**src/rtl/fdc_seq_pkg.sv**
```systemverilog
package fdc_seq_pkg;

    typedef enum logic [2:0] {
        S_IDLE,
        S_PARAM,
        S_EXEC_GO,
        S_EXEC_WAIT,
        S_RESULT
    } seq_state_t;

    typedef enum logic [1:0] {
        K_RDATA  = 2'd0,
        K_RDEL   = 2'd1,
        K_RTRACK = 2'd2,
        K_RID    = 2'd3
    } cmd_kind_t;

    typedef struct packed {
        logic      valid;
        cmd_kind_t kind;
        logic      mt;
        logic      mfm;
        logic      sk;
        logic      long_form;
    } op_info_t;

    localparam logic [7:0] ST0_BAD_OPCODE = 8'h80;

endpackage

```
**src/rtl/fdc_opcode_decode.sv**
```systemverilog
module fdc_opcode_decode
    import fdc_seq_pkg::*;
(
    input  logic [7:0] op,
    output op_info_t   info
);
    always_comb begin
        info = '0;
        if (op[4:0] == 5'b00110) begin
            info.valid     = 1'b1;
            info.kind      = K_RDATA;
            info.mt        = op[7];
            info.mfm       = op[6];
            info.sk        = op[5];
            info.long_form = 1'b1;
        end else if (op[4:0] == 5'b01100) begin
            info.valid     = 1'b1;
            info.kind      = K_RDEL;
            info.mt        = op[7];
            info.mfm       = op[6];
            info.sk        = op[5];
            info.long_form = 1'b1;
        end else if ({op[7], op[5:0]} == 7'b0_000010) begin
            info.valid     = 1'b1;
            info.kind      = K_RTRACK;
            info.mfm       = op[6];
            info.long_form = 1'b1;
        end else if ({op[7], op[5:0]} == 7'b0_001010) begin
            info.valid     = 1'b1;
            info.kind      = K_RID;
            info.mfm       = op[6];
            info.long_form = 1'b0;
        end
    end
endmodule

```
**src/rtl/fdc_param_store.sv**
```systemverilog
module fdc_param_store #(
    parameter int DW    = 8,
    parameter int PAR_N = 7,
    parameter int IDX_W = 4
) (
    input  logic                clk,
    input  logic                rst_n,
    input  logic                we,
    input  logic [IDX_W-1:0]    slot,
    input  logic [DW-1:0]       din,
    output logic [DW-1:0]       drive_byte,
    output logic [PAR_N*DW-1:0] par_bus
);
    localparam int SLOTS = PAR_N + 1;

    logic [DW-1:0] mem [SLOTS];

    for (genvar g = 0; g < SLOTS; g++) begin : g_slot
        always_ff @(posedge clk or negedge rst_n) begin
            if (!rst_n) begin
                mem[g] <= '0;
            end else if (we && slot == IDX_W'(g)) begin
                mem[g] <= din;
            end
        end
    end

    assign drive_byte = mem[0];

    for (genvar p = 0; p < PAR_N; p++) begin : g_out
        assign par_bus[p*DW +: DW] = mem[p+1];
    end
endmodule

```
**src/rtl/fdc_result_bank.sv**
```systemverilog
module fdc_result_bank #(
    parameter int               DW        = 8,
    parameter int               RES_N     = 7,
    parameter int               IDX_W     = 4,
    parameter logic [DW-1:0]    INVAL_VAL = 8'h80
) (
    input  logic                clk,
    input  logic                rst_n,
    input  logic                load,
    input  logic                load_inval,
    input  logic [RES_N*DW-1:0] res_in,
    input  logic [IDX_W-1:0]    idx,
    output logic [DW-1:0]       dout
);
    logic [DW-1:0] mem [RES_N];

    for (genvar g = 0; g < RES_N; g++) begin : g_slot
        always_ff @(posedge clk or negedge rst_n) begin
            if (!rst_n) begin
                mem[g] <= '0;
            end else if (load) begin
                mem[g] <= res_in[g*DW +: DW];
            end else if (load_inval) begin
                mem[g] <= (g == 0) ? INVAL_VAL : '0;
            end
        end
    end

    always_comb begin
        dout = '0;
        for (int i = 0; i < RES_N; i++) begin
            if (idx == IDX_W'(i)) dout = mem[i];
        end
    end
endmodule

```
**src/rtl/fdc_cmd_sequencer.sv**
```systemverilog
module fdc_cmd_sequencer
    import fdc_seq_pkg::*;
#(
    parameter int DW    = 8,
    parameter int PAR_N = 7,
    parameter int RES_N = 7
) (
    input  logic                clk,
    input  logic                rst_n,
    input  logic                wr_en,
    input  logic [DW-1:0]       wr_data,
    input  logic                rd_en,
    output logic [DW-1:0]       rd_data,
    output logic                rqm,
    output logic                dio,
    output logic                exec_start,
    input  logic                exec_done,
    input  logic [RES_N*DW-1:0] res_in,
    output logic [1:0]          cmd_code,
    output logic                opt_mt,
    output logic                opt_mfm,
    output logic                opt_sk,
    output logic                head_sel,
    output logic [1:0]          drive_sel,
    output logic [PAR_N*DW-1:0] par_out
);
    localparam int SPAN  = (PAR_N + 2 > RES_N) ? PAR_N + 2 : RES_N;
    localparam int IDX_W = $clog2(SPAN);
    localparam logic [IDX_W-1:0] LONG_LAST  = IDX_W'(PAR_N + 1);
    localparam logic [IDX_W-1:0] SHORT_LAST = IDX_W'(1);
    localparam logic [IDX_W-1:0] RES_LAST   = IDX_W'(RES_N - 1);

    seq_state_t       st_q, st_d;
    logic [IDX_W-1:0] idx_q, idx_d;
    logic [IDX_W-1:0] last_q, last_d;
    op_info_t         dec, info_q;
    logic             op_take;
    logic             param_we;
    logic             res_load;
    logic             res_inval;
    logic [DW-1:0]    drive_byte;
    logic [DW-1:0]    bank_dout;

    fdc_opcode_decode u_dec (
        .op   (wr_data[7:0]),
        .info (dec)
    );

    // Next-state and control decisions
    always_comb begin
        st_d      = st_q;
        idx_d     = idx_q;
        last_d    = last_q;
        op_take   = 1'b0;
        param_we  = 1'b0;
        res_load  = 1'b0;
        res_inval = 1'b0;
        unique case (st_q)
            S_IDLE: begin
                if (wr_en) begin
                    op_take = 1'b1;
                    if (!dec.valid) begin
                        st_d      = S_RESULT;
                        idx_d     = '0;
                        last_d    = '0;
                        res_inval = 1'b1;
                    end else begin
                        st_d   = S_PARAM;
                        idx_d  = IDX_W'(1);
                        last_d = dec.long_form ? LONG_LAST : SHORT_LAST;
                    end
                end
            end
            S_PARAM: begin
                if (wr_en) begin
                    param_we = 1'b1;
                    if (idx_q == last_q) begin
                        st_d  = S_EXEC_GO;
                        idx_d = '0;
                    end else begin
                        idx_d = idx_q + IDX_W'(1);
                    end
                end
            end
            S_EXEC_GO: begin
                st_d = S_EXEC_WAIT;
            end
            S_EXEC_WAIT: begin
                if (exec_done) begin
                    st_d     = S_RESULT;
                    res_load = 1'b1;
                    idx_d    = '0;
                    last_d   = RES_LAST;
                end
            end
            S_RESULT: begin
                if (rd_en) begin
                    if (idx_q == last_q) begin
                        st_d  = S_IDLE;
                        idx_d = '0;
                    end else begin
                        idx_d = idx_q + IDX_W'(1);
                    end
                end
            end
            default: st_d = S_IDLE;
        endcase
    end

    // State register
    always_ff @(posedge clk or negedge rst_n) begin
        if (!rst_n) begin
            st_q   <= S_IDLE;
            idx_q  <= '0;
            last_q <= '0;
        end else begin
            st_q   <= st_d;
            idx_q  <= idx_d;
            last_q <= last_d;
        end
    end

    // Decoded opcode held for the whole command
    always_ff @(posedge clk or negedge rst_n) begin
        if (!rst_n) begin
            info_q <= '0;
        end else if (op_take && dec.valid) begin
            info_q <= dec;
        end
    end

    fdc_param_store #(
        .DW    (DW),
        .PAR_N (PAR_N),
        .IDX_W (IDX_W)
    ) u_par (
        .clk        (clk),
        .rst_n      (rst_n),
        .we         (param_we),
        .slot       (idx_q - IDX_W'(1)),
        .din        (wr_data),
        .drive_byte (drive_byte),
        .par_bus    (par_out)
    );

    fdc_result_bank #(
        .DW        (DW),
        .RES_N     (RES_N),
        .IDX_W     (IDX_W),
        .INVAL_VAL (DW'(ST0_BAD_OPCODE))
    ) u_res (
        .clk        (clk),
        .rst_n      (rst_n),
        .load       (res_load),
        .load_inval (res_inval),
        .res_in     (res_in),
        .idx        (idx_q),
        .dout       (bank_dout)
    );

    // Outputs from state
    always_comb begin
        rqm        = 1'b0;
        dio        = 1'b0;
        exec_start = 1'b0;
        rd_data    = '0;
        unique case (st_q)
            S_IDLE, S_PARAM: rqm = 1'b1;
            S_EXEC_GO:       exec_start = 1'b1;
            S_EXEC_WAIT:     rqm = 1'b0;
            S_RESULT: begin
                rqm     = 1'b1;
                dio     = 1'b1;
                rd_data = bank_dout;
            end
            default: rqm = 1'b0;
        endcase
    end

    assign cmd_code  = info_q.kind;
    assign opt_mt    = info_q.mt;
    assign opt_mfm   = info_q.mfm;
    assign opt_sk    = info_q.sk;
    assign head_sel  = drive_byte[2];
    assign drive_sel = drive_byte[1:0];
endmodule

```
**config.mk**
```make
export PLATFORM = sky130hd
export DESIGN_NAME = fdc_cmd_sequencer
export DESIGN_NICKNAME = d
export VERILOG_FILES = /design/src/rtl/fdc_seq_pkg.sv /design/src/rtl/fdc_opcode_decode.sv /design/src/rtl/fdc_param_store.sv /design/src/rtl/fdc_result_bank.sv /design/src/rtl/fdc_cmd_sequencer.sv
export SDC_FILE = /design/constraint.sdc
export NUM_CORES = 1
export LEC_CHECK = 0
export CORE_ASPECT_RATIO = 2
export CORE_MARGIN = 2
export CORE_UTILIZATION = 60
export DETAILED_ROUTE_END_ITERATION = 10
export DONT_BUFFER_PORTS = 1
export GPL_TIMING_DRIVEN = 0
export PLACE_DENSITY = 0.86
export SYNTH_ARGS = -nofsm -noshare
export SYNTH_HDL_FRONTEND = slang
export SYNTH_HIERARCHICAL = 1
export SYNTH_SLANG_ARGS = --single-unit
export TNS_END_PERCENT = 5
```
**constraint.sdc**
```tcl
create_clock -name clk -period 3.47 [get_ports clk]
set_clock_uncertainty 0.2 [all_clocks]
set_input_delay 0.5205 -clock clk [delete_from_list [all_inputs] [get_ports clk]]
set_output_delay 0.5205 -clock clk [all_outputs]
set_load 0.05 [all_outputs]
```
==> summary.md, run 1 <==
| Metric | Value |
|---|---|
| Core Box Area | `approximately 0.010 mm^2` |
| RSZ-0062 raised after global routing | `false` |
| Fraction of layout cells with a size suffix above 1 | `between 20 and 25%` |
| Total routed wirelength | `~17000 um` |
| CTS root buf | `clkbuf_16` |
| Critical path endpoint category | `output pin` |
| CTS Buf Count | `17` |
| Rows | `between 50 and 60` |
| DP Wirelength | `around 12000 um` |
| Post-DRT Antenna Nets | `0` |
| Final Hold Vio Count | `130` |
| Worst-path fanout max | `10` |
| Failing checks | `hold timing` |
| Routed vias | `about 4600` |
| Worst Path Required | `between 2 and 3 ns` |
| Drt pass-1 iters | `5` |
| I/O Buffers | `0` |
| Routability cong. | `between 0.9 and 1` |
| Flop2flop setup slack | `around 0.64 ns` |
| Fill cells | `809` |
| Initial Util | `between 60% and 70%` |
| # DRC | `0` |
| CTS Sinks | `130` |
| GR Util All Layers | `~31%` |
| Critical Path Max Stage Delay | `roughly 0.5 ns` |
| Number of global-route vias before repair | `approximately 5000` |
| H-tree depth | `4` |
| Reg clk slew, reported paths | `approximately 0.06 ns` |
| Largest net degree at the start of global routing | `131` |
| Initial antenna violation count | `0` |
| DR WL/cell | `22.8 um` |
| Overflow left after global routing | `0` |
| Nets | `about 670` |
| CP Data Arrival Time | `between 2 and 3 ns` |
| Die Width | `around 77 um` |
| WHS | `-0.419 ns` |
| Syn-to-layout area delta | `12.1%` |
| # Post-CTS Setup Buffers | `0` |
| Final min period | `approximately 3.5 ns` |
| Worst path slowest cell | `dfrtp_1` |
| First-pass GRT wire length | `approximately 27000 um` |
| CTS tree | `yes` |
| Hold Crit Class | `input pin to async pin` |
| Syn_area_per_cell | `between 10 and 15 um^2` |
| Vias per cell | `between 6 and 7` |
| Status | `finished, violations left` |
| Worst-Skew Late Latency | `approximately 0.42 ns` |
| Cells along the critical path | `buf_4 -> buf_2 -> o21ai_0 -> a311oi_1 -> nor3_1 -> and2_1` |
| Slew @ Worst Pin | `between 1 and 1.5 ns` |
| Slew HR | `a little under a third` |
| I/O Pins | `144` |
| Initial DRC Count | `247` |
| Antenna Cells | `0` |
| Maximum clock insertion buffer count | `2` |
| TNS Setup | `0 ns` |
| Fmax | `about 290 MHz` |
| Die height | `150 um` |
| Fin. max-slew vios | `0` |
| Period utilisation layout | `between 90 and 100%` |
| Syn nets | `around 650` |
| Top cell family by delay on the critical path | `simple AND/OR/NAND/NOR gates` |
| Power density over the cells | `roughly 640 mW/mm^2` |
| LEAKAGE | `3.25 nW` |
| Synth Cell Area | `between 0.006 and 0.007 mm^2` |
| # setup viols final | `0` |
| Synth Warn # | `6` |
| Critical path buffer and inverter count | `2` |
| Crit Path Category | `register to output pin` |
| Worst vdd ir | `between 0.4 and 0.5 mV` |
| Crit path launch type | `register` |
| Cell count after synthesis | `~580` |
| Max-cap viol count | `0` |
| Die area | `around 0.012 mm^2` |
==> worst paths after layout <==
path,start,endpoint,depth (start not counted)
max,idx_q[0]$_DFFE_PN0P_,rd_data[4],6
min,rst_n,u_par/par_bus[24]$_DFFE_PN0P_,0
max reg2reg,st_q[2]$_DFFE_PN0P_,u_par/par_bus[21]$_DFFE_PN0P_,6
min reg2reg,u_res/mem[39]$_DFFE_PN0P_,u_res/mem[39]$_DFFE_PN0P_,1
max in group asynchronous,rst_n,last_q[3]$_DFFE_PN0P_,0
min in group clk,res_in[18],u_res/mem[34]$_DFFE_PN0P_,2
==> sequential cells by signal, indices dropped and copies added, names as in the netlist <==
register and count:
cmd_code 2, idx_q 4, last_q 3, opt_mfm 1, opt_mt 1, opt_sk 1
st_q 3, u_par/drive_byte 3, u_par/par_bus 56, u_res/mem 56
==> what timing repair did <==
action                                  4_1_cts  5_1_grt
resized for setup                             0        1
endpoints found under the hold margin       130      130
endpoints found under the setup margin        0        1
==> cell type report <==
type | instances | area, um^2 | share of cell area (%)
multi-input cells | 403 | 2880 | 40.3
clock buffers | 17 | 425 | 5.96
plain buffers | 35 | 201 | 2.82
inverters | 13 | 48.8 | 0.683
well taps | 137 | 171 | 2.40
flip-flops and latches | 130 | 3250 | 45.6
clock inverters | 15 | 163 | 2.28
==> metal layers <==
layer,GRT usage [%],routed length (um)
met5,0,0
met4,21.7,1190
met3,7.90,1040
met2,57.6,9460
met1,28.9,5440
==> metrics by stage <==
step | util (%) | total power, mW | std cells | instance area (um^2) | worst slack, ns
after floorplan | - | 2.61 | 581 | 6370 | 0.923
after global placement | 62.8 | 2.77 | 718 | 6540 | 0.221
after detailed placement | 62.9 | 2.81 | 718 | 6550 | 0.482
after CTS | 68.6 | 4.58 | 750 | 7140 | 0.0202
after global routing | 68.6 | 4.73 | 750 | 7140 | 0.0106
final | 68.6 | 4.56 | 750 | 7140 | 0.0189
==> where the power goes <==
| group | switching [mW] | leakage, nW | internal [mW] |
|---|---|---|---|
| logic | 0.534 | 1.16 | 0.297 |
| registers | 0.336 | 1.81 | 1.62 |
| clock network | 0.756 | 0.285 | 1.02 |
==> cells in the final DEF (no fill, tap or decap), types with 12 or more instances in the layout <==
master,n
dfrtp_1,130
nand2_1,64
o21ai_0,60
mux2_2,60
nand2b_1,55
nor2_1,17
clkbuf_16,17
clkbuf_1,15
inv_1,12
Power figures use the tool's default switching activity.
==> inputs of run 2 (changes only) <==
SYNTH_HIERARCHICAL = unset   (was 1)
==> summary.md, run 2 <==
| Metric | Value |
|---|---|
| Status | `finished, violations left (unchanged)` |
| Failing checks | `hold timing (unchanged)` |
| TNS Setup | `0 ns (unchanged)` |
| Routed vias | `4187 (was 4642)` |
| Worst Path Required | `2.75 ns (about the same)` |
| Initial antenna violation count | `0 (unchanged)` |
| Top_reg_cell synth | `dfrtp_1` |
| Rows | `51 (was 53)` |
| DP Wirelength | `10900 um (was 12400 um)` |
| Fin. max-slew vios | `0 (unchanged)` |
| Routability cong. | `0.886 (was 0.950)` |
| Register bit count reported by yosys | `130` |
| Highest-count cells in the layout ignoring fill and taps | `dfrtp_1, a22o_1, mux2_2 (was dfrtp_1, nand2_1, o21ai_0, mux2_2, nand2b_1)` |
| # DRC | `0 (unchanged)` |
| RSZ-0062 raised after global routing | `true (was false)` |
| Reg-to-Reg Start | `idx_q[0]$_DFFE_PN0P_ (was st_q[2]$_DFFE_PN0P_)` |
| Overflow left after global routing | `0 (unchanged)` |
| CTS tree | `yes (unchanged)` |
| GR Util All Layers | `29.6% (was 31.0%)` |
| Final min period | `3.42 ns (was 3.45 ns)` |
| Fmax | `292 MHz (was 290 MHz)` |
| Total routed wirelength | `15700 um (was 17100 um)` |
| Cell with the most instances after synthesis | `dfrtp_1` |
| I/O Buffers | `0 (unchanged)` |
| Slew HR | `25.8% (was 31.6%)` |
| Post-DRT Antenna Nets | `0 (unchanged)` |
| Crit Path Category | `register to output pin (unchanged)` |
| Slew @ Worst Pin | `1.12 ns (was 1.03 ns)` |
| Most common cell after layout, fill and taps aside | `dfrtp_1 (unchanged)` |
| Fraction of layout cells with a size suffix above 1 | `28.4% (was 22.8%)` |
| Net Sw Frac | `37.3% (was 35.6%)` |
| Sequential cell fraction of total power | `42.3% (was 42.8%)` |
| Synth Cell Area | `0.00601 mm^2 (was 0.00637 mm^2)` |
| Non-filler cells in the finished layout | `654 (was 750)` |
| Post-DP Area | `0.00618 mm^2 (was 0.00655 mm^2)` |
| Syn-to-layout area delta | `15.6% (was 12.1%)` |
| Reg clk slew, reported paths | `0.06 ns (about the same)` |
| Clk network pwr share | `37.1% (was 39.0%)` |
| Dpl ws | `-0.315 ns (was 0.482 ns)` |
| First-pass GRT wire length | `23800 um (was 26600 um)` |
| CTS Buf Count | `17 (unchanged)` |
| CTS Sinks | `130 (unchanged)` |
| Finished layout cell area | `0.00695 mm^2 (was 0.00714 mm^2)` |
| Drt pass-1 iters | `5 (unchanged)` |
| Maximum clock insertion buffer count | `2 (unchanged)` |
| Cell count after synthesis | `492 (was 581)` |
| Syn_area_per_cell | `12.2 um^2 (was 11.0 um^2)` |
| R2R Path End | `u_par.par_bus[28]$_DFFE_PN0P_ (was u_par/par_bus[21]$_DFFE_PN0P_)` |
| Period utilisation layout | `98.6% (was 99.5%)` |
| Largest net degree at the start of global routing | `131 (unchanged)` |
| I/O Pins | `144 (unchanged)` |
| Synth top area share | `between 50% and 60%` |
| CP Data Arrival Time | `2.70 ns (was 2.73 ns)` |
| Total Power | `4.87 mW (was 4.56 mW)` |
| Hold Crit Class | `input pin to async pin (unchanged)` |
| WHS | `-0.410 ns (was -0.419 ns)` |
| Worst vdd ir | `0.611 mV (was 0.430 mV)` |
| Initial DRC Count | `273 (was 247)` |
| Comb power frac | `20.5% (was 18.2%)` |
| FFs w/ async S/R, synth | `100%` |
| # setup viols final | `0 (unchanged)` |
| Post-synth EDFFs | `0` |
| Min setup slack post-route | `0.0476 ns (was 0.0189 ns)` |
| Die Width | `74.8 um (was 76.8 um)` |
| Cell variety after synth | `between 50 and 60` |
| P_int | `3.05 mW (was 2.94 mW)` |
| LEAKAGE | `3.32 nW (was 3.25 nW)` |
| Final Hold Vio Count | `130 (unchanged)` |
| H-tree depth | `4 (unchanged)` |
| Flop2flop setup slack | `0.89 ns (was 0.64 ns)` |
| Core Box Area | `0.00976 mm^2 (was 0.0104 mm^2)` |
| Largest area contributor in the netlist | `dfrtp_1` |
| Die height | `146 um (was 150 um)` |
| Sw Pwr | `1.82 mW (was 1.63 mW)` |
| Antenna Cells | `0 (unchanged)` |
| DR WL/cell | `23.9 um (was 22.8 um)` |
| Worst-path fanout max | `10 (unchanged)` |
| Sequential fraction of the synthesis area | `54.1%` |
| Initial Util | `61.6% (was 61.2%)` |
| Syn nets | `568 (was 652)` |
| Final core occ | `71.2% (was 68.6%)` |
| Critical path endpoint category | `output pin (unchanged)` |
| Power density over the cells | `701 mW/mm^2 (was 639 mW/mm^2)` |
| CTS root buf | `clkbuf_16 (unchanged)` |
| Crit path launch type | `register (unchanged)` |
| Worst-Skew Late Latency | `0.42 ns (about the same)` |
| Placed insts | `624 (was 718)` |
| Vias per cell | `6.40 (was 6.19)` |
| Synth Warn # | `0 (was 6)` |
| Number of global-route vias before repair | `4581 (was 5044)` |
| Die area | `0.0109 mm^2 (was 0.0115 mm^2)` |
| Max-cap viol count | `0 (unchanged)` |
| Nets | `585 (was 671)` |
| Top cells by count, synth | `dfrtp_1, a22o_1, mux2_2` |
| Fill cells | `678 (was 809)` |
| Depth of the worst register-to-register path | `7 (was 6)` |
| Synth top area cells | `dfrtp_1, mux2_2, a22o_1, a21oi_1, nand3b_1` |
==> run 2: worst max-delay path by stage <==
stage,startpoint,to,depth (start not counted)
2_1_floorplan,idx_q[0]$_DFFE_PN0P_,rd_data[6],9
3_3_place_gp,idx_q[0]$_DFFE_PN0P_,rd_data[4],9
3_5_place_dp,idx_q[0]$_DFFE_PN0P_,rd_data[4],9
4_1_cts,idx_q[0]$_DFFE_PN0P_,rd_data[7],7
5_1_grt,idx_q[1]$_DFFE_PN0P_,rd_data[2],7
6_report,idx_q[1]$_DFFE_PN0P_,rd_data[3],7
==> run 2: repair_timing <==
action / 4_1_cts / 5_1_grt
pin swaps: 7 / 5
endpoints found under the setup margin: 8 / 8
gates resized for setup: 33 / 9
setup buffers: 0 / 0
hold endpoints to repair: 130 / 130
gates cloned: 0 / 0
==> run 2: critical path: stages (launching register included) <==
cell      delay, ns
dfrtp_2        0.45
inv_1          0.14
ha_1           0.26
clkbuf_2       0.19
nand3b_1       0.20
a221oi_2       0.41
o22ai_1        0.24
a21oi_4        0.38
==> run 2: layer usage <==
metal / part of all wire [%] / track usage, % / vias up
li1: - / - / 1841
met1: 33 / 28.5 / 2123
met2: 55 / 52.5 / 175
met3: 6.4 / 9.70 / 48
met4: 5.8 / 16.5 / 0
met5: 0 / 0 / -
==> run 2: logic make-up (layout without fill, tap and decap cells) <==
kind of cell	after synthesis	count (layout)	share of synthesized area (%)
mux	63	63	12.0
flops	130	130	54.1
simple gates	78	78	8.84
fa+ha+maj	7	7	1.46
buf+inv	62	92	4.64
xor+xnor	3	3	0.437
compound gates	149	149	18.5
==> run 2: area by class of cell <==
type | count | area (um^2) | share of cell area (%)
Sequential cell | 130 | 3250 | 46.8
Multi-Input combinational cell | 300 | 2640 | 38.0
Clock inverter | 15 | 171 | 2.47
Clock buffer | 17 | 425 | 6.12
Buffer | 36 | 200 | 2.88
Tap cell | 132 | 165 | 2.38
Inverter | 24 | 90.1 | 1.30
==> run 2: power by group through the flow <==
stage / Clock, mW / Sequential [mW] / Combinational, mW
5_1_grt: 1.88 / 2.08 / 1.06
2_1_floorplan: 0 / 2.05 / 0.734
6_report: 1.81 / 2.06 / 1.00
3_3_place_gp: 0 / 2.08 / 0.876
3_5_place_dp: 0 / 2.08 / 0.906
4_1_cts: 1.82 / 2.06 / 0.981
